`src/rtl/i2c_rs_pkg.sv`:
```
package i2c_rs_pkg;
  localparam int BYTE_W = 8;
  localparam logic [4:0] HS_CODE_PFX = 5'b00001;

  typedef enum logic [3:0] {
    ST_IDLE,
    ST_ADDR,
    ST_ADDR_ACK,
    ST_PTR,
    ST_PTR_ACK,
    ST_WDAT,
    ST_WDAT_ACK,
    ST_TX,
    ST_MACK,
    ST_WAIT
  } rs_state_e;
endpackage

```
`src/rtl/i2c_rs_sync.sv`:
```
module i2c_rs_sync #(
  parameter int STAGES = 2
) (
  input  logic clk_i,
  input  logic rst_ni,
  input  logic scl_i,
  input  logic sda_i,
  output logic scl_o,
  output logic sda_o,
  output logic start_o,
  output logic stop_o,
  output logic scl_rise_o,
  output logic scl_fall_o
);
  logic [STAGES-1:0] scl_ff, sda_ff;
  logic scl_q, sda_q;

  always_ff @(posedge clk_i or negedge rst_ni) begin
    if (!rst_ni) begin
      scl_ff <= '1;
      sda_ff <= '1;
      scl_q  <= 1'b1;
      sda_q  <= 1'b1;
    end else begin
      scl_ff[0] <= scl_i;
      sda_ff[0] <= sda_i;
      for (int k = 1; k < STAGES; k++) begin
        scl_ff[k] <= scl_ff[k-1];
        sda_ff[k] <= sda_ff[k-1];
      end
      scl_q <= scl_ff[STAGES-1];
      sda_q <= sda_ff[STAGES-1];
    end
  end

  assign scl_o      = scl_ff[STAGES-1];
  assign sda_o      = sda_ff[STAGES-1];
  // line events only while SCL stays high over two samples
  assign start_o    = scl_o & scl_q & sda_q & ~sda_o;
  assign stop_o     = scl_o & scl_q & ~sda_q & sda_o;
  assign scl_rise_o = scl_o & ~scl_q;
  assign scl_fall_o = ~scl_o & scl_q;
endmodule

```
`src/rtl/i2c_rs_engine.sv`:
```
module i2c_rs_engine
  import i2c_rs_pkg::*;
#(
  parameter logic [6:0] DEV_ADDR = 7'h33
) (
  input  logic        clk_i,
  input  logic        rst_ni,
  input  logic        sda_i,
  input  logic        start_i,
  input  logic        stop_i,
  input  logic        scl_rise_i,
  input  logic        scl_fall_i,
  input  logic [7:0]  rd_data_i,
  output logic        sda_pd_o,
  output logic        hs_mode_o,
  output logic        wr_en_o,
  output logic        rd_en_o,
  output logic [7:0]  ptr_o,
  output logic [7:0]  wdata_o
);
  rs_state_e  state_q;
  logic [3:0] cnt_q;
  logic [7:0] sh_q, tx_q, ptr_q, wbuf_q;
  logic       pd_q, hs_q, rw_q, mack_q;
  logic       load_tx;
  logic       byte_end;

  assign byte_end = scl_fall_i && (cnt_q == 4'd8);
  assign wr_en_o  = (state_q == ST_WDAT_ACK) && scl_fall_i;
  assign load_tx  = scl_fall_i &&
                    (((state_q == ST_ADDR_ACK) && rw_q) || ((state_q == ST_MACK) && mack_q));
  assign rd_en_o  = load_tx;

  always_ff @(posedge clk_i or negedge rst_ni) begin
    if (!rst_ni) begin
      state_q <= ST_IDLE;
      cnt_q   <= '0;
      sh_q    <= '0;
      tx_q    <= '0;
      ptr_q   <= '0;
      wbuf_q  <= '0;
      pd_q    <= 1'b0;
      hs_q    <= 1'b0;
      rw_q    <= 1'b0;
      mack_q  <= 1'b0;
    end else if (start_i) begin
      state_q <= ST_ADDR;
      cnt_q   <= '0;
      pd_q    <= 1'b0;
    end else if (stop_i) begin
      state_q <= ST_IDLE;
      cnt_q   <= '0;
      pd_q    <= 1'b0;
      hs_q    <= 1'b0;
    end else begin
      unique case (state_q)
        ST_ADDR, ST_PTR, ST_WDAT: begin
          if (scl_rise_i) begin
            sh_q  <= {sh_q[6:0], sda_i};
            cnt_q <= cnt_q + 4'd1;
          end else if (byte_end) begin
            cnt_q <= '0;
            if (state_q == ST_ADDR) begin
              if (sh_q[7:3] == HS_CODE_PFX) begin
                hs_q    <= 1'b1;
                state_q <= ST_WAIT;
              end else if (sh_q[7:1] == DEV_ADDR) begin
                rw_q    <= sh_q[0];
                pd_q    <= 1'b1;
                state_q <= ST_ADDR_ACK;
              end else begin
                state_q <= ST_WAIT;
              end
            end else if (state_q == ST_PTR) begin
              ptr_q   <= sh_q;
              pd_q    <= 1'b1;
              state_q <= ST_PTR_ACK;
            end else begin
              wbuf_q  <= sh_q;
              pd_q    <= 1'b1;
              state_q <= ST_WDAT_ACK;
            end
          end
        end
        ST_ADDR_ACK: begin
          if (scl_fall_i) begin
            cnt_q <= '0;
            if (rw_q) begin
              tx_q    <= rd_data_i;
              pd_q    <= ~rd_data_i[7];
              state_q <= ST_TX;
            end else begin
              pd_q    <= 1'b0;
              state_q <= ST_PTR;
            end
          end
        end
        ST_PTR_ACK: begin
          if (scl_fall_i) begin
            pd_q    <= 1'b0;
            state_q <= ST_WDAT;
          end
        end
        ST_WDAT_ACK: begin
          // one data byte per transfer, later bytes see no acknowledge
          if (scl_fall_i) begin
            pd_q    <= 1'b0;
            state_q <= ST_WAIT;
          end
        end
        ST_TX: begin
          if (scl_rise_i) begin
            cnt_q <= cnt_q + 4'd1;
          end else if (scl_fall_i) begin
            if (cnt_q == 4'd8) begin
              cnt_q   <= '0;
              pd_q    <= 1'b0;
              mack_q  <= 1'b0;
              state_q <= ST_MACK;
            end else begin
              tx_q <= {tx_q[6:0], 1'b0};
              pd_q <= ~tx_q[6];
            end
          end
        end
        ST_MACK: begin
          if (scl_rise_i) begin
            mack_q <= ~sda_i;
          end else if (scl_fall_i) begin
            if (mack_q) begin
              tx_q    <= rd_data_i;
              pd_q    <= ~rd_data_i[7];
              state_q <= ST_TX;
            end else begin
              state_q <= ST_WAIT;
            end
          end
        end
        default: ;
      endcase
    end
  end

  assign sda_pd_o  = pd_q;
  assign hs_mode_o = hs_q;
  assign ptr_o     = ptr_q;
  assign wdata_o   = wbuf_q;
endmodule

```
`src/rtl/i2c_rs_regbank.sv`:
```
module i2c_rs_regbank #(
  parameter int                    NUM_REGS     = 8,
  parameter logic [NUM_REGS*8-1:0] RO_MASK      = '0,
  parameter logic [NUM_REGS*8-1:0] COR_MASK     = '0,
  parameter logic [NUM_REGS*8-1:0] RESET_VAL    = '0,
  parameter bit                    MIRROR_EN    = 1'b1,
  parameter int                    MODE_SRC_REG = 1,
  parameter int                    MODE_SRC_LSB = 0,
  parameter int                    MODE_DST_REG = 4,
  parameter int                    MODE_DST_LSB = 6,
  parameter int                    MODE_W       = 2
) (
  input  logic                    clk_i,
  input  logic                    rst_ni,
  input  logic                    wr_en_i,
  input  logic                    rd_en_i,
  input  logic [7:0]              ptr_i,
  input  logic [7:0]              wdata_i,
  input  logic [NUM_REGS*8-1:0]   status_i,
  output logic [7:0]              rd_data_o,
  output logic [NUM_REGS*8-1:0]   regs_o
);
  localparam int PTR_W = (NUM_REGS > 1) ? $clog2(NUM_REGS) : 1;

  logic ptr_ok;
  logic mirror_wr;

  assign ptr_ok    = ({24'd0, ptr_i} < NUM_REGS);
  assign mirror_wr = MIRROR_EN && wr_en_i && (ptr_i == 8'(MODE_SRC_REG));

  for (genvar r = 0; r < NUM_REGS; r++) begin : g_reg
    localparam logic [7:0] RO  = RO_MASK[r*8 +: 8];
    localparam logic [7:0] COR = COR_MASK[r*8 +: 8];
    localparam logic [7:0] RV  = RESET_VAL[r*8 +: 8];

    logic [7:0] q, d, sw, st;
    logic       wr_hit, rd_hit;

    assign wr_hit = wr_en_i && (ptr_i == 8'(r));
    assign rd_hit = rd_en_i && (ptr_i == 8'(r));
    assign st     = status_i[r*8 +: 8];

    always_comb begin
      sw = q;
      if (wr_hit) sw = wdata_i;
      if (mirror_wr && (r == MODE_DST_REG)) sw[MODE_DST_LSB +: MODE_W] = wdata_i[MODE_SRC_LSB +: MODE_W];
      // sticky bits: a set in the same cycle as the clear wins
      d = (sw & ~RO) | (((rd_hit ? 8'h00 : q) | st) & COR) | (st & RO & ~COR);
    end

    always_ff @(posedge clk_i or negedge rst_ni) begin
      if (!rst_ni) q <= RV;
      else         q <= d;
    end

    assign regs_o[r*8 +: 8] = q;
  end

  assign rd_data_o = ptr_ok ? regs_o[{ptr_i[PTR_W-1:0], 3'b000} +: 8] : 8'h00;
endmodule

```
`src/rtl/i2c_hs_regslave.sv`:
```
module i2c_hs_regslave #(
  parameter logic [6:0]            DEV_ADDR     = 7'h33,
  parameter int                    SYNC_STAGES  = 2,
  parameter int                    NUM_REGS     = 8,
  parameter logic [NUM_REGS*8-1:0] RO_MASK      = 64'hFF00_0000_0000_0000,
  parameter logic [NUM_REGS*8-1:0] COR_MASK     = 64'h0F00_0000_0000_0000,
  parameter logic [NUM_REGS*8-1:0] RESET_VAL    = 64'h0000_0000_5A00_0000,
  parameter bit                    MIRROR_EN    = 1'b1,
  parameter int                    MODE_SRC_REG = 1,
  parameter int                    MODE_SRC_LSB = 0,
  parameter int                    MODE_DST_REG = 4,
  parameter int                    MODE_DST_LSB = 6,
  parameter int                    MODE_W       = 2
) (
  input  logic                  clk_i,
  input  logic                  rst_ni,
  input  logic                  scl_i,
  input  logic                  sda_i,
  input  logic [NUM_REGS*8-1:0] status_i,
  output logic                  sda_pd_o,
  output logic                  hs_mode_o,
  output logic [NUM_REGS*8-1:0] regs_o
);
  logic       scl_s_w, sda_s_w, start_w, stop_w, rise_w, fall_w;
  logic       wr_en_w, rd_en_w;
  logic [7:0] ptr_w, wdata_w, rd_data_w;

  i2c_rs_sync #(.STAGES(SYNC_STAGES)) u_sync (
    .clk_i      (clk_i),
    .rst_ni     (rst_ni),
    .scl_i      (scl_i),
    .sda_i      (sda_i),
    .scl_o      (scl_s_w),
    .sda_o      (sda_s_w),
    .start_o    (start_w),
    .stop_o     (stop_w),
    .scl_rise_o (rise_w),
    .scl_fall_o (fall_w)
  );

  i2c_rs_engine #(.DEV_ADDR(DEV_ADDR)) u_engine (
    .clk_i      (clk_i),
    .rst_ni     (rst_ni),
    .sda_i      (sda_s_w),
    .start_i    (start_w),
    .stop_i     (stop_w),
    .scl_rise_i (rise_w),
    .scl_fall_i (fall_w),
    .rd_data_i  (rd_data_w),
    .sda_pd_o   (sda_pd_o),
    .hs_mode_o  (hs_mode_o),
    .wr_en_o    (wr_en_w),
    .rd_en_o    (rd_en_w),
    .ptr_o      (ptr_w),
    .wdata_o    (wdata_w)
  );

  i2c_rs_regbank #(
    .NUM_REGS     (NUM_REGS),
    .RO_MASK      (RO_MASK),
    .COR_MASK     (COR_MASK),
    .RESET_VAL    (RESET_VAL),
    .MIRROR_EN    (MIRROR_EN),
    .MODE_SRC_REG (MODE_SRC_REG),
    .MODE_SRC_LSB (MODE_SRC_LSB),
    .MODE_DST_REG (MODE_DST_REG),
    .MODE_DST_LSB (MODE_DST_LSB),
    .MODE_W       (MODE_W)
  ) u_bank (
    .clk_i     (clk_i),
    .rst_ni    (rst_ni),
    .wr_en_i   (wr_en_w),
    .rd_en_i   (rd_en_w),
    .ptr_i     (ptr_w),
    .wdata_i   (wdata_w),
    .status_i  (status_i),
    .rd_data_o (rd_data_w),
    .regs_o    (regs_o)
  );
endmodule

```
`config.mk`:
```
export PLATFORM = sky130hd
export DESIGN_NAME = i2c_hs_regslave
export DESIGN_NICKNAME = d
export VERILOG_FILES = /design/src/rtl/i2c_rs_pkg.sv /design/src/rtl/i2c_rs_sync.sv /design/src/rtl/i2c_rs_engine.sv /design/src/rtl/i2c_rs_regbank.sv /design/src/rtl/i2c_hs_regslave.sv
export SDC_FILE = /design/constraint.sdc
export NUM_CORES = 1
export LEC_CHECK = 0
export BUFFER_PORTS_ARGS = -buffer_cell sky130_fd_sc_hd__buf_2
export CAP_MARGIN = 20
export CELL_PAD_IN_SITES_DETAIL_PLACEMENT = 1
export CELL_PAD_IN_SITES_GLOBAL_PLACEMENT = 1
export CORE_MARGIN = 4
export CORE_UTILIZATION = 43
export DETAILED_ROUTE_END_ITERATION = 7
export MAX_ROUTING_LAYER = met4
export PLACE_DENSITY = 0.89
export SLEW_MARGIN = 20
export SYNTH_ARGS = -nofsm -noshare
export SYNTH_HDL_FRONTEND = slang
export SYNTH_HIERARCHICAL = 1
export SYNTH_SLANG_ARGS = --single-unit
```
`constraint.sdc`:
```
create_clock -name clk_i -period 2.9 [get_ports clk_i]
set_input_delay 0.145 -clock clk_i [delete_from_list [all_inputs] [get_ports clk_i]]
set_output_delay 0.145 -clock clk_i [all_outputs]
set_load 0.03 [all_outputs]
```
======== Word level (Yosys, flattened, before mapping) ========
Index checks and enable logic that the tools add are counted.
storage, ports and cells
  memories ................................ 0
  register bits ........................... 113
  latch bits .............................. 0
  RAM bits ................................ 0
  input port bits ......................... 68
  output and inout port bits .............. 66
  memory bits (read-only) ................. 0
operators by class
  $add $sub $neg .......................... 1
  muxes and demuxes ....................... 69
  divide/modulo/power cells ............... 0
  order comparisons ....................... 1
  bitwise logic cells ..................... 21
  reduce and logical (&&, ||, !) cells .... 37
  equal/unequal tests ..................... 46
  $mul .................................... 0
  shifts and indexed selects .............. 1
operator list
  cell                                           count
  two-way mux 4 bit                              25
  indexed part select 64 x 7 -> 8 bit            1
  two-way mux 7 bit                              8
  == test 8 x 3 -> 1 bit, second input constant  4
  != test 4 x 3 -> 1 bit, second input constant  8
  two-way mux 1 bit                              26
  case mux 4 bit (6 select lines)                1
  AND reduction 11 bit                           2
  case mux 7 bit (3 select lines)                1
  AND reduction 7 bit                            3
  == test 4 x 3 -> 1 bit, second input constant  4
  == test 8 x 2 -> 1 bit, second input constant  2
  two-way mux 8 bit                              2
  != test 5 x 4 -> 1 bit, second input constant  3
  logical AND 1 bit                              13
  != test 2 x 1 -> 1 bit, second input constant  6
  != test 4 bit, second input constant           3
  inverter 1 bit                                 12
  case mux 4 bit (3 select lines)                1
  AND reduction 12 bit                           1
  nonzero test 2 bit                             6
  != test 2 bit, second input constant           5
  != test 5 bit, second input constant           2
  == test 4 x 2 -> 1 bit, second input constant  2
  27 further kinds                               35

======== Logic depth before layout (Yosys ltp) ========
  depth after elaboration ................. 9
  gate-level depth with buffers ........... 9

======== Hierarchy ========
The synthesis kept the hierarchy.
modules (own cells, without submodules)
  module          area an instance (sq um)  cells an instance  instances
  i2c_rs_regbank  3,081.7                   215                1
  i2c_rs_engine   2,298.5                   221                1
  i2c_rs_sync     192.7                     10                 1

======== Worst setup path before layout ========
No wires, ideal clock.
  kind .................................... register to register
  start point ............................. register u_engine.state_q[2]
  end point ............................... register u_bank.g_reg[2].q[5]
  path buffers ............................ 1
  arrival time ............................ 2.008 ns
  clock period less this slack ............ 2.136 ns
  stages on the path, launching flop included .. 8
  required time ........................... 2.772 ns
  slack ................................... 0.764 ns
  setup time .............................. 0.128 ns
  path through ............................ dfrtp_1 clkbuf_1 nor2b_1 nand2_1 nor3_1 nor3b_2 nand3_4 mux2_1
between the ends
  longest elaborated chain between the ends .. 3
ends and longest elaborated chain
  element                 line                   source
  from (decl)             i2c_rs_engine.sv:21    rs_state_e state_q;
  from (signal assigned)  i2c_rs_engine.sv:36    state_q <= ST_IDLE;
  from (signal assigned)  i2c_rs_engine.sv:47    state_q <= ST_ADDR;
  from (signal assigned)  i2c_rs_engine.sv:51    state_q <= ST_IDLE;
  == test 4 x 3 -> 1 bit  i2c_rs_engine.sv:29    assign wr_en_o = (state_q == ST_WDAT_ACK) && scl_fall_i;
  logical AND 1 bit       i2c_rs_engine.sv:29
  named net wr_en_w       i2c_hs_regslave.sv:25  logic wr_en_w, rd_en_w;
  logical AND 1 bit       i2c_rs_regbank.sv:39   assign wr_hit = wr_en_i && (ptr_i == 8'(r));
  to (signal assigned)    i2c_rs_regbank.sv:52   if (!rst_ni) q <= RV;
  to (signal assigned)    i2c_rs_regbank.sv:53   else q <= d;
  to (decl)               i2c_rs_regbank.sv:36   logic [7:0] q, d, sw, st;
The timed path passes the listed nets, and every way through them passes these cells.
A chain may end at the register's enable or synchronous reset.

======== Final worst setup path ========
  start point ............................. register u_engine.state_q[3]
  end point ............................... register u_bank.g_reg[2].q[5]
Same word-level chain as after synthesis.

==> results.cfg <==
[outcome]
status = finished clean

[sta]
timing.fmax_mhz = 399
holdWs_ns = 0.304
tns_ns = 0
fin_crit_sh = 0.864
setup_violations = 0
fin_crit_ns = 2.51
relSlewSlack = 0.379
hold_viol = 0
tightest_slew_ns = 0.931
skew_ns = 0.0114
rsz0062_at_grt = no
final_max_slew_viol_count = 0

[synth]
synth_top_area_frac = 0.463
yosys.area_share.simple = 0.130
synth_top_family_by_area = multiplexers
synth_seq_cells = 113
synth_fa_ha_area_frac = 0.00449
synth_edf_count = 0
async_reset_ff_frac = 1.00
synth.distinct_cells = 66
yosys.area_share.xor_xnor = 0
syn_avg_cell_area_um2 = 12.5
synth_top_area_cell = dfrtp_1
synth.area.top_cells = dfrtp_1 46%, mux2_2 19%, dfstp_2 4.7%
ys_seq_area_frac = 0.510
yosysWarnings = 6
synth-compound-area-share = 0.0941
syn_nets = 516
postSynthCellCount = 446
synthFlopType = dfrtp_1
syn_area_um2 = 5570
synthMuxAreaShare = 0.231

[global_route]
antenna_found_initial = 1
grt_pass1_vias = 4730
grt-ovfl-total = 0
grt_max_degree = 49
track_usage = 0.251
grt_first_pass_wirelength_mm = 27.2

[worst_setup_path]
crit_family = simple AND/OR/NAND/NOR gates
slowest_stage = dfrtp_1
worstPathCellList = nor2b_1 > nand2_1 > nor3_1 > nor3b_2 > nand3_4 > mux2_1
cp_data_arrival_time_ns = 2.80
setup.worst_path.end_class = register
path_depth = 6
max_stage_delay_ns = 0.55
crit_type = register to register
required_ns = 3.20
cp_max_fo = 13
timing.reg2reg.worst_path_depth = 6
critPathBufInv = 0
critPathLaunchType = register

[min_path]
min_path_type = primary input to asynchronous set/reset pin

[cts]
clock_latency_ns = 0.42
cts_resized = 0
htree_num_levels = 4
cts_buffers = 17
cts_buffer_depth = 2
cts_tree = done
path_clk_slew_ns = 0.05
clkSinkCount = 113
cts_root_buf = clkbuf_16

[drt]
routed-via-count = 4255
wl_per_cell_um = 23.8
totalWireLength_mm = 17.2
antenna_left = 0
dr.pass1.iters = 4
drc = 0
drt-initial-drc-count = 291
viasPerCell = 5.86

[layout]
layout-drive-gt1-share = 0.427
fillers = 1317
postLayoutCoreUtil = 0.538
nNetsFinal = 611
syn2layout_area_growth_pct = 22.4

[floorplanning]
dieArea_um2 = 14800
die_h_um = 122
num_rows = 41
core-area_um2 = 12700
io_pins = 134
die_w_um = 122
floorplan.initialDensity = 0.440

[placed_design]
gp_congestion = 0.947
dp_hpwl_mm = 11.1
numPortBuffers = 77

[power_and_ir_drop]
worst_ir_drop_vdd_uv = 479
powerDensity_nw_per_um2 = 691
power_leakage_nw = 3.37

[run]
cap_violations = 0
==> per-layer routing <==
metal	GRT usage	vias to the layer above	part of all wire
met5	-	-	0
met4	0.0924	0	0.021
met3	0.0590	26	0.047
met2	0.430	133	0.54
met1	0.288	2244	0.39
li1	-	1852	-
==> state kept, by name, summed over array words and instances, names as in the netlist <==
name                cells
u_bank/g.q             64
u_engine/wdata_o        8
u_engine/sda_pd_o       1
u_engine/ptr_o          8
u_engine/hs_mode_o      1
u_sync/sda_ff           2
u_engine/rw_q           1
u_sync/sda_q            1
u_sync/scl_q            1
u_engine/state_q        4
u_engine/mack_q         1
u_engine/tx_q           7
u_engine/cnt_q          4
u_engine/sh_q           8
u_sync/scl_ff           2
==> cell type report <==
class / count / area [µm²] / area share
Sequential cell: 113 / 2840 / 0.416
Multi-Input combinational cell: 298 / 2560 / 0.376
Timing Repair Buffer: 99 / 606 / 0.0888
Clock buffer: 22 / 464 / 0.0681
Tap cell: 172 / 215 / 0.0316
Clock inverter: 9 / 85.1 / 0.0125
Inverter: 12 / 45.0 / 0.00660
Antenna cell: 1 / 2.50 / 0.000367
==> cell usage after synthesis, drive strengths merged (3+ instances only) <==
cell    instances
or4b            3
nor3           13
o21ai           8
nand3          14
and2b           3
o211ai          4
nor2           20
buf            17
nor3b           4
mux2i          22
mux2           95
inv            12
a21oi          13
o22ai          10
nor2b           4
dfrtp         103
nand2b          4
and3            5
and2            3
and4b           3
a21o            4
a22o            8
clkbuf          6
dfstp          10
nor4            3
nand2          14
and3b           4
==> repair_timing <==
action	in CTS	in global routing
hold buffers	11	0
buffers inserted	0	0
hold endpoints to repair	50	0
==> layout by cell type (no fill, tap or decap), types with 5 or more instances in the layout <==
cell,instances
a21oi_1,13
a22o_1,8
and3_1,5
buf_2,76
buf_4,10
clkbuf_16,17
dfrtp_1,103
dfstp_2,10
dlygate4sd3_1,11
inv_1,12
mux2_2,94
mux2i_1,22
nand2_1,14
nand3_1,7
nand3_4,7
nor2_1,19
nor3_1,13
o21ai_0,5
o22ai_1,10
==> worst register-to-register path, stage by stage, from the launching register on <==
cell	delay (ns)
dfrtp_1	0.55
nor2b_1	0.35
nand2_1	0.10
nor3_1	0.36
nor3b_2	0.44
nand3_4	0.22
mux2_1	0.37
==> logic make-up (layout without fill, tap and decap cells) <==
kind of cell | count (synthesis) | count (layout)
buffers and inverters | 35 | 142
AO/OA/AOI/OAI | 71 | 71
adder cells (fa/ha/maj) | 2 | 2
AND/OR/NAND/NOR | 108 | 108
other | 0 | 1
flip-flops | 113 | 113
multiplexers | 117 | 117
==> report_power, final <==
part           total, mW  leakage [nW]  switching (mW)  internal [mW]
registers           1.90          1.49           0.197           1.70
clock network       1.96         0.262           0.747           1.21
logic              0.859          1.62           0.500          0.359
total               4.72          3.37            1.44           3.27
==> metrics by stage <==
step / power, mW / setup slack, ns / cell area [µm²] / instances
2_1_floorplan: 2.45 / 0.764 / 5570 / 446
3_3_place_gp: 2.66 / 0.595 / 6160 / 683
3_5_place_dp: 2.73 / 0.507 / 6160 / 683
4_1_cts: 4.73 / 0.419 / 6820 / 725
5_1_grt: 4.91 / 0.245 / 6820 / 726
6_report: 4.72 / 0.393 / 6820 / 726
==> worst paths after layout <==
| check | from | end | slack (ns) |
|---|---|---|---|
| max | u_engine/state_q[3]$_DFFE_PN0P_ | u_bank/g_reg[2].q[5]$_DFFE_PN0P_ | 0.39 |
| min | rst_ni | u_engine/cnt_q[2]$_DFFE_PN0P_ | 0.30 |
| max reg2reg | u_engine/state_q[3]$_DFFE_PN0P_ | u_bank/g_reg[2].q[5]$_DFFE_PN0P_ | 0.39 |
| min reg2reg | u_sync/sda_ff[0]$_DFF_PN1_ | u_sync/sda_ff[1]$_DFF_PN1_ | 0.35 |
| max in group asynchronous | rst_ni | u_bank/g_reg[4].q[4]$_DFFE_PN0P_ | 1.81 |
| min in group clk_i | u_sync/sda_ff[0]$_DFF_PN1_ | u_sync/sda_ff[1]$_DFF_PN1_ | 0.35 |
(Power assumes the default switching activity.)
